<file path="src/rtl/wreg_pkg.sv">
package wreg_pkg;
    localparam int unsigned LNAME_W   = 4;
    localparam int unsigned LOG_REGS  = 1 << LNAME_W;
    localparam int unsigned GRP_SIZE  = 4;
    localparam int unsigned WIN_GRPS  = LOG_REGS / GRP_SIZE;
    localparam int unsigned STEP_W    = 2;
    localparam int unsigned MAX_STEP  = (1 << STEP_W) - 1;

    typedef logic [LNAME_W-1:0] lname_t;
    typedef logic [STEP_W-1:0]  step_t;

    typedef enum logic [1:0] {
        ROT_HOLD = 2'd0,
        ROT_ADV  = 2'd1,
        ROT_BACK = 2'd2
    } rot_op_e;

    typedef struct packed {
        rot_op_e op;
        step_t   amt;
    } rot_req_t;

    function automatic rot_req_t decode_rot(logic adv, logic back,
                                            step_t pend, step_t back_amt);
        rot_req_t r;
        if (adv) begin
            r.op  = ROT_ADV;
            r.amt = pend;
        end else if (back) begin
            r.op  = ROT_BACK;
            r.amt = back_amt;
        end else begin
            r.op  = ROT_HOLD;
            r.amt = '0;
        end
        return r;
    endfunction
endpackage

</file>
<file path="src/rtl/wreg_ptr.sv">
module wreg_ptr
    import wreg_pkg::*;
#(
    parameter int unsigned NG = 16,
    parameter int unsigned BW = 4
) (
    input  logic          clk,
    input  logic          rst,
    input  logic          call_v,
    input  step_t         call_inc,
    input  logic          entry_v,
    input  logic          ret_v,
    input  step_t         ret_inc,
    output logic [BW-1:0] base,
    output step_t         pend,
    output logic          ovf,
    output logic          unf
);
    logic [NG-1:0] occ, occ_n;
    logic [BW-1:0] base_n;
    logic          ovf_n, unf_n;
    rot_req_t      req;
    logic [NG-1:0] claim_m, caller_m, free_m;

    function automatic logic [NG-1:0] span(logic [BW-1:0] start, step_t cnt);
        logic [NG-1:0] m;
        m = '0;
        for (int i = 0; i < MAX_STEP; i++) begin
            if (i < int'(cnt))
                m[BW'(start + BW'(i))] = 1'b1;
        end
        return m;
    endfunction

    always_comb begin
        req      = decode_rot(entry_v, ret_v, pend, ret_inc);
        claim_m  = span(BW'(base + BW'(WIN_GRPS)), pend);
        caller_m = span(BW'(base - BW'(ret_inc)), ret_inc);
        free_m   = span(BW'(base - BW'(ret_inc) + BW'(WIN_GRPS)), ret_inc);
        base_n   = base;
        occ_n    = occ;
        ovf_n    = 1'b0;
        unf_n    = 1'b0;
        case (req.op)
            ROT_ADV: begin
                base_n = BW'(base + BW'(req.amt));
                ovf_n  = |(occ & claim_m);
                occ_n  = occ | claim_m;
            end
            ROT_BACK: begin
                base_n = BW'(base - BW'(req.amt));
                unf_n  = |(caller_m & ~occ);
                occ_n  = (occ & ~free_m) | caller_m;
            end
            default: ;
        endcase
    end

    always_ff @(posedge clk) begin
        if (rst) begin
            base <= '0;
            pend <= '0;
            occ  <= NG'((1 << WIN_GRPS) - 1);
            ovf  <= 1'b0;
            unf  <= 1'b0;
        end else begin
            base <= base_n;
            occ  <= occ_n;
            ovf  <= ovf_n;
            unf  <= unf_n;
            if (call_v)
                pend <= call_inc;
        end
    end
endmodule

</file>
<file path="src/rtl/wreg_array.sv">
module wreg_array
    import wreg_pkg::*;
#(
    parameter int unsigned PHYS = 64,
    parameter int unsigned DW   = 32,
    parameter int unsigned BW   = 4,
    parameter int unsigned NRD  = 2
) (
    input  logic                    clk,
    input  logic [BW-1:0]           base,
    input  logic                    wr_en,
    input  lname_t                  wr_idx,
    input  logic [DW-1:0]           wr_data,
    input  lname_t [NRD-1:0]        rd_idx,
    output logic [NRD-1:0][DW-1:0]  rd_data
);
    localparam int unsigned PW = BW + 2;

    function automatic logic [PW-1:0] to_phys(logic [BW-1:0] b, lname_t l);
        return PW'({b, 2'b00}) + PW'(l);
    endfunction

    logic [DW-1:0] mem [PHYS];
    logic [PW-1:0] wr_phys;

    assign wr_phys = to_phys(base, wr_idx);

    always_ff @(posedge clk) begin
        if (wr_en)
            mem[wr_phys] <= wr_data;
    end

    for (genvar p = 0; p < NRD; p++) begin : g_rd
        logic [PW-1:0] rd_phys;
        logic          fwd;
        assign rd_phys    = to_phys(base, rd_idx[p]);
        assign fwd        = wr_en && (wr_idx == rd_idx[p]);
        assign rd_data[p] = fwd ? wr_data : mem[rd_phys];
    end
endmodule

</file>
<file path="src/rtl/wreg_file.sv">
module wreg_file
    import wreg_pkg::*;
#(
    parameter int unsigned PHYS_REGS = 64,
    parameter int unsigned DATA_W    = 32,
    localparam int unsigned NG = PHYS_REGS / GRP_SIZE,
    localparam int unsigned BW = $clog2(NG)
) (
    input  logic              clk,
    input  logic              rst,
    input  logic [3:0]        rd_a_idx,
    output logic [DATA_W-1:0] rd_a_data,
    input  logic [3:0]        rd_b_idx,
    output logic [DATA_W-1:0] rd_b_data,
    input  logic              wr_en,
    input  logic [3:0]        wr_idx,
    input  logic [DATA_W-1:0] wr_data,
    input  logic              call_v,
    input  logic [1:0]        call_inc,
    input  logic              entry_v,
    input  logic              ret_v,
    input  logic [1:0]        ret_inc,
    output logic [BW-1:0]     win_base,
    output logic              ovf_flag,
    output logic              unf_flag
);
    lname_t [1:0]             rd_idx;
    logic [1:0][DATA_W-1:0]   rd_data;
    step_t                    pend_inc;

    assign rd_idx    = {rd_b_idx, rd_a_idx};
    assign rd_a_data = rd_data[0];
    assign rd_b_data = rd_data[1];

    wreg_ptr #(.NG(NG), .BW(BW)) u_ptr (
        .clk      (clk),
        .rst      (rst),
        .call_v   (call_v),
        .call_inc (call_inc),
        .entry_v  (entry_v),
        .ret_v    (ret_v),
        .ret_inc  (ret_inc),
        .base     (win_base),
        .pend     (pend_inc),
        .ovf      (ovf_flag),
        .unf      (unf_flag)
    );

    wreg_array #(.PHYS(PHYS_REGS), .DW(DATA_W), .BW(BW), .NRD(2)) u_arr (
        .clk     (clk),
        .base    (win_base),
        .wr_en   (wr_en),
        .wr_idx  (wr_idx),
        .wr_data (wr_data),
        .rd_idx  (rd_idx),
        .rd_data (rd_data)
    );
endmodule

</file>
<file path="config.mk">
export PLATFORM = sky130hd
export DESIGN_NAME = wreg_file
export DESIGN_NICKNAME = d
export VERILOG_FILES = /design/src/rtl/wreg_pkg.sv /design/src/rtl/wreg_ptr.sv /design/src/rtl/wreg_array.sv /design/src/rtl/wreg_file.sv
export SDC_FILE = /design/constraint.sdc
export NUM_CORES = 2
export LEC_CHECK = 0
export BUFFER_PORTS_ARGS = -buffer_cell sky130_fd_sc_hd__buf_2
export CORE_MARGIN = 4
export CORE_UTILIZATION = 47
export DETAILED_ROUTE_END_ITERATION = 8
export GPL_ROUTABILITY_DRIVEN = 0
export PLACE_DENSITY = 0.7
export RECOVER_POWER = 25
export SLEW_MARGIN = 20
export SYNTH_ARGS = -nofsm -noshare
export SYNTH_HDL_FRONTEND = slang
export SYNTH_SLANG_ARGS = --single-unit
</file>
<file path="constraint.sdc">
create_clock -name clk -period 11.5 [get_ports clk]
set_input_delay 2.3 -clock clk [delete_from_list [all_inputs] [get_ports clk]]
set_output_delay 2.3 -clock clk [all_outputs]
set_load 0.02 [all_outputs]
</file>
Word level (Yosys, flattened, before mapping) --
Memory sizes are Yosys's and may differ from the RTL's. Index checks and enable logic that the tools add are counted.
Cells by class: add/subtract/negate cells 14, order comparisons 24, equality and inequality tests 4, muxes and demuxes 35, bitwise gates (word level) 15, reductions and logical operators 16
Operator list (number):
- $mux 16 | 9
- $or 16x16->16 | 8
- $mux 32 | 2
- $and 16x16->16 | 3
- $lt 4x5->1 const B | 9
- $demux 1 s4 | 9
- $ge 4x1->1 const B | 9
- $not 16->16 | 2
- $pmux 16 s2 | 1
- $reduce_or 16->1 | 2
- $add 6x4->6 | 3
- $add 4x1->4 const B | 3
- $add 4x2->4 const B | 3
- $logic_and 1x1->1 | 11
- $mux 1 | 11
- $add 4x3->4 const B | 2
- $eq 4x4->1 | 2
- $lt 1x2->1 const A | 4
- $mux 4 | 2
- $pmux 4 s2 | 1
- $sub 4x2->4 | 2
- $add 4x2->4 | 1
- $lt 2x2->1 const A | 2
- $reduce_or 2->1 | 2
- 4 further kinds | 5
Storage, ports and cells: bits in registers 24, bits in writable memories 2048, bits of input ports 54, word-level logic and storage cells 114, memories kept 1
Memories:
- u_arr.mem | words 64, width 32, rd ports 2, clocked after memory_dff 0, write ports 1, line wreg_array.sv:23 | logic [DW-1:0] mem [PHYS];

Longest topological paths before layout --
word-level depth 15, mapped depth 16, depth with buffers taken out 13

Hierarchy --
A second synthesis with hierarchy kept.
Unflattened totals: cells, all modules 4871, area, all modules 97705.0 µm²
By module, submodules not included:
- wreg_array | instances 1, cells each 4485, area an instance 94813.4 µm²
- wreg_ptr | instances 1, cells each 386, area an instance 2891.5 µm²

Worst setup path after synthesis --
No wires, ideal clock.
path kind input to output, from input port rd_a_idx[2], to output port rd_a_data[21], arrival time 4.683 ns, data required time 9.200 ns, setup slack 4.517 ns, stages 10, buffers on the path 3, path through ha_1 fa_1 clkbuf_1 clkbuf_1 buf_1 mux2i_1 o221ai_1 o21ai_1 o32ai_1 a21o_1
On the way: cells in the longest elaborated chain, start to end 3, elaborated cells on any way between the ends 5
Ends and longest elaborated chain:
- from (decl) | line wreg_file.sv:11 | input logic [3:0] rd_a_idx,
- $add 6x4->6 or $eq 4x4->1 (tied branches) | line wreg_array.sv:20, wreg_array.sv:37
- $mem_v2 64x32 or $logic_and 1x1->1 (tied branches)
- $mux 32 * | line wreg_array.sv:38 | assign rd_data[p] = fwd ? wr_data : mem[rd_phys];
- to (decl) | line wreg_file.sv:12 | output logic [DATA_W-1:0] rd_a_data,
Mark *: on every way between the ends. The rest lies on a longest branch, timed or not.

Final worst setup path --
from input port rd_a_idx[2], to output port rd_a_data[24]
Same word-level chain as after synthesis.

==> out/qor.log <==
qor: setup_path.critical_path.max_fanout 83
qor: flow_run.cap_viol_max_count 33
qor: timing.final_max_slew_viol_count 1,162
qor: timing.hold_violations 0
qor: final_layout.finished_layout_cells 8,318
qor: placement.buffers_on_ports 123
qor: synthesis.ys_async_sr_fraction 0%
qor: setup_path.cpMostUsedCell sky130_fd_sc_hd__buf_2
qor: synthesis.synth.yosys.seq_area_share 62.4%
qor: clocking.clk_path_buf_depth 3
qor: global_route.grt_first_pass_wirelength 441 mm
qor: clocking.holdBufCountCts 0
qor: setup_path.critPathBufInv 3
qor: synthesis.syn_nets 5,324
qor: floorplanning.initial_core_util 47.3%
qor: synthesis.synth_top_flop_cell sky130_fd_sc_hd__edfxtp_1
qor: placement.post-place-cells 7,926
qor: setup_path.critPathLaunchType input pin
qor: floorplanning.dieHeight 468 um
qor: clocking.h_tree_levels 4
qor: timing.maxSlewHeadroom -146%
qor: setup_path.critical_path_required 9200 ps
qor: floorplanning.die_area 219,000 um^2
qor: timing.finalClockSkew 35.4 ps
qor: clocking.cts_root_buffer sky130_fd_sc_hd__clkbuf_16
qor: timing.timing.final.crit_period 9170 ps
qor: setup_path.worstPathArrival 6870 ps
qor: clocking.clock_insertion_delay_worst_skew 870 ps
qor: final_layout.filler_cell_count 16,000
qor: synthesis.synth.ff_latch_count 2,072
qor: power.power.static_leakage 34.5 nW
qor: global_route.globalRouteTotalUtil 28.7%
qor: synthesis.avgSynthCellArea 18.9 um^2
qor: final_layout.post_route_cells_drive_above_1_share 32.9%
qor: timing.final_cycle_utilization_of_the_critical_path 79.7%
qor: timing.max_clock_freq 0.109 GHz
qor: floorplanning.core.rowCount 168
qor: timing.timing.final.setup_violations 0
qor: setup_path.cpLargestDelayFamily compound AO/OA/AOI/OAI gates
qor: run_status.violations_in_the_final_reports capacitance limit, slew limit
qor: synthesis.post_synth_edffs 2,048
qor: final_layout.utilization 52.5%
qor: run_status.outcome finished with violations
qor: synthesis.ys.warnings.count 0
qor: drt.ant_nets 0
qor: floorplanning.design.core.area 210,000 um^2
qor: final_layout.finish.net_count 5,408
qor: clocking.ctsResizeCount 0
qor: timing.rsz0062_at_grt false
qor: clocking.clkSlewWorstSetupHoldPaths 60 ps
qor: setup_path.critPathKind input pin to output pin
qor: final_layout.layout-area-overhead-vs-synth 11.0%
qor: global_route.first_global_vias 57,800
qor: floorplanning.fp.dieW 468 um
qor: drt.vias 59,100
qor: drt.first_iter_violations 9,001
qor: power.powerDensity 187 nW/um^2
qor: synthesis.yosysUniqueCellTypes 78
qor: drt.via_per_inst 7.11
qor: final_layout.mostFrequentLayoutCell sky130_fd_sc_hd__edfxtp_1
qor: global_route.grt-ovfl-total 0
qor: drt.wire_per_inst 37.9 um
qor: global_route.number_of_antenna_violations_at_the_first_check_in_global_routing 18
qor: clocking.postCtsSetupBuffers 0
qor: drt.route.detailed.drc 0
qor: timing.postLayoutSetupSlackWorst 2330 ps
qor: placement.place_ws 2650 ps
qor: timing.worst_slew_pin_slew 3690 ps
qor: timing.fin_hold_ws 524 ps
qor: floorplanning.num_io_pins 124
qor: final_layout.mostFrequentLayoutCells sky130_fd_sc_hd__edfxtp_1 (2,048), sky130_fd_sc_hd__mux4_2 (1,028), sky130_fd_sc_hd__mux2i_1 (261), sky130_fd_sc_hd__clkbuf_16 (210), sky130_fd_sc_hd__nor2_1 (175)
qor: clocking.tritoncts done
qor: worst_hold_path.worst_hold_path_type register to register
qor: timing.final.setup.tns 0 ps
qor: power.ir_drop 0.000210 V
qor: synthesis.synth_area 99,300 um^2
qor: clocking.total_cts_buffers 206
qor: setup_path.critPathCaptureType output pin
qor: drt.drt-pass1-iter-count 6
qor: setup_path.cp_cell_sequence buf_2 > ha_4 > fa_4 > buf_12 > mux4_2 > nor2_1 > o221ai_1 > o21ai_1 > o32ai_1 > a21o_1 > buf_2
qor: global_route.grt_max_degree 118
qor: placement.post_dp_hpwl 188 mm
qor: setup_path.critPathMaxStageDelay 1270 ps
qor: drt.final_routed_wirelength_across_all_metal_layers 315 mm
qor: clocking.clock_sinks 2,072
qor: setup_path.critPathSlowestCell sky130_fd_sc_hd__fa_4
qor: synthesis.synthCells 5,246
[cells in the mapped netlist, types with 24 or more instances]
cell type | count | area (um^2)
sky130_fd_sc_hd__a21o_1 | 68 | 510
sky130_fd_sc_hd__mux4_2 | 1028 | 23200
sky130_fd_sc_hd__nand2_1 | 82 | 308
sky130_fd_sc_hd__buf_2 | 120 | 601
sky130_fd_sc_hd__o32ai_1 | 69 | 604
sky130_fd_sc_hd__mux2i_1 | 261 | 2610
sky130_fd_sc_hd__clkbuf_1 | 198 | 743
sky130_fd_sc_hd__o221ai_1 | 65 | 569
sky130_fd_sc_hd__o21ai_1 | 64 | 320
sky130_fd_sc_hd__a21oi_1 | 117 | 586
sky130_fd_sc_hd__edfxtp_1 | 2048 | 61500
sky130_fd_sc_hd__dfxtp_1 | 24 | 480
sky130_fd_sc_hd__nand3_1 | 150 | 751
sky130_fd_sc_hd__o21ai_0 | 126 | 631
sky130_fd_sc_hd__mux2_2 | 126 | 1420
sky130_fd_sc_hd__nor2_1 | 239 | 897
sky130_fd_sc_hd__o211ai_1 | 106 | 796
sky130_fd_sc_hd__buf_4 | 70 | 526
[state kept, by name, indices dropped and copies added (netlist names)]
name,flops
u_arr.mem,2048
u_ptr.occ,16
u_ptr.base,4
u_ptr.pend,2
u_ptr.ovf,1
u_ptr.unf,1
[metrics by stage]
step / total power, mW / area [um^2]
after global routing: 21.1 / 110000
final: 20.6 / 110000
after global placement: 13.7 / 104000
after detailed placement: 13.7 / 104000
after floorplan: 11.6 / 99300
after CTS: 20.4 / 110000
[final timing paths]
check	startpoint	to	slack, ps	cells past startpoint
worst max-delay path	rd_a_idx[2]	rd_a_data[24]	2330	11
worst max register to register	u_ptr.base[0]	u_ptr.unf	6450	13
worst min register to register	u_ptr.occ[8]	u_ptr.occ[8]	520	2
worst min-delay path	u_ptr.occ[8]	u_ptr.occ[8]	520	2
[where the power goes]
part           switching [mW]  internal [mW]  leakage (nW)  total, mW
combinational            3.59           1.68          12.6       5.27
sequential             0.0753           8.45          18.6       8.53
clock                    2.88           3.90          3.27       6.79
[tightest hold or removal path, stage by stage (launching register included)]
cell,delay (ps)
sky130_fd_sc_hd__dfxtp_1,320
sky130_fd_sc_hd__nor2_1,100
sky130_fd_sc_hd__a211oi_1,50
[kinds of logic after synthesis]
logic type      Yosys count  share of synthesized area, %
flops                  2072                          62.4
mux                    1416                          27.4
xor+xnor                 35                         0.409
fa+ha+maj                24                         0.340
compound gates          703                          4.77
buf+inv                 454                          2.25
simple gates            542                          2.45
[routing by layer]
layer,track usage (%),routed length (um),up-vias
li1,-,-,22700
met1,37.7,109000,30900
met2,41.7,141000,4607
met4,18.4,23900,10
met3,8.81,41600,857
met5,0.0220,66,-
[area by class of cell]
class	count	area, um^2	share of cell area, %
flip-flops and latches	2072	62000	56.2
inverters	24	90.1	0.0817
multi-input cells	2720	35700	32.4
repair buffers	306	2220	2.01
clock inverters	126	1330	1.21
clock buffers	250	5420	4.91
well taps	2805	3510	3.18
diodes	15	37.5	0.0340
Power figures use the tool's default switching activity.
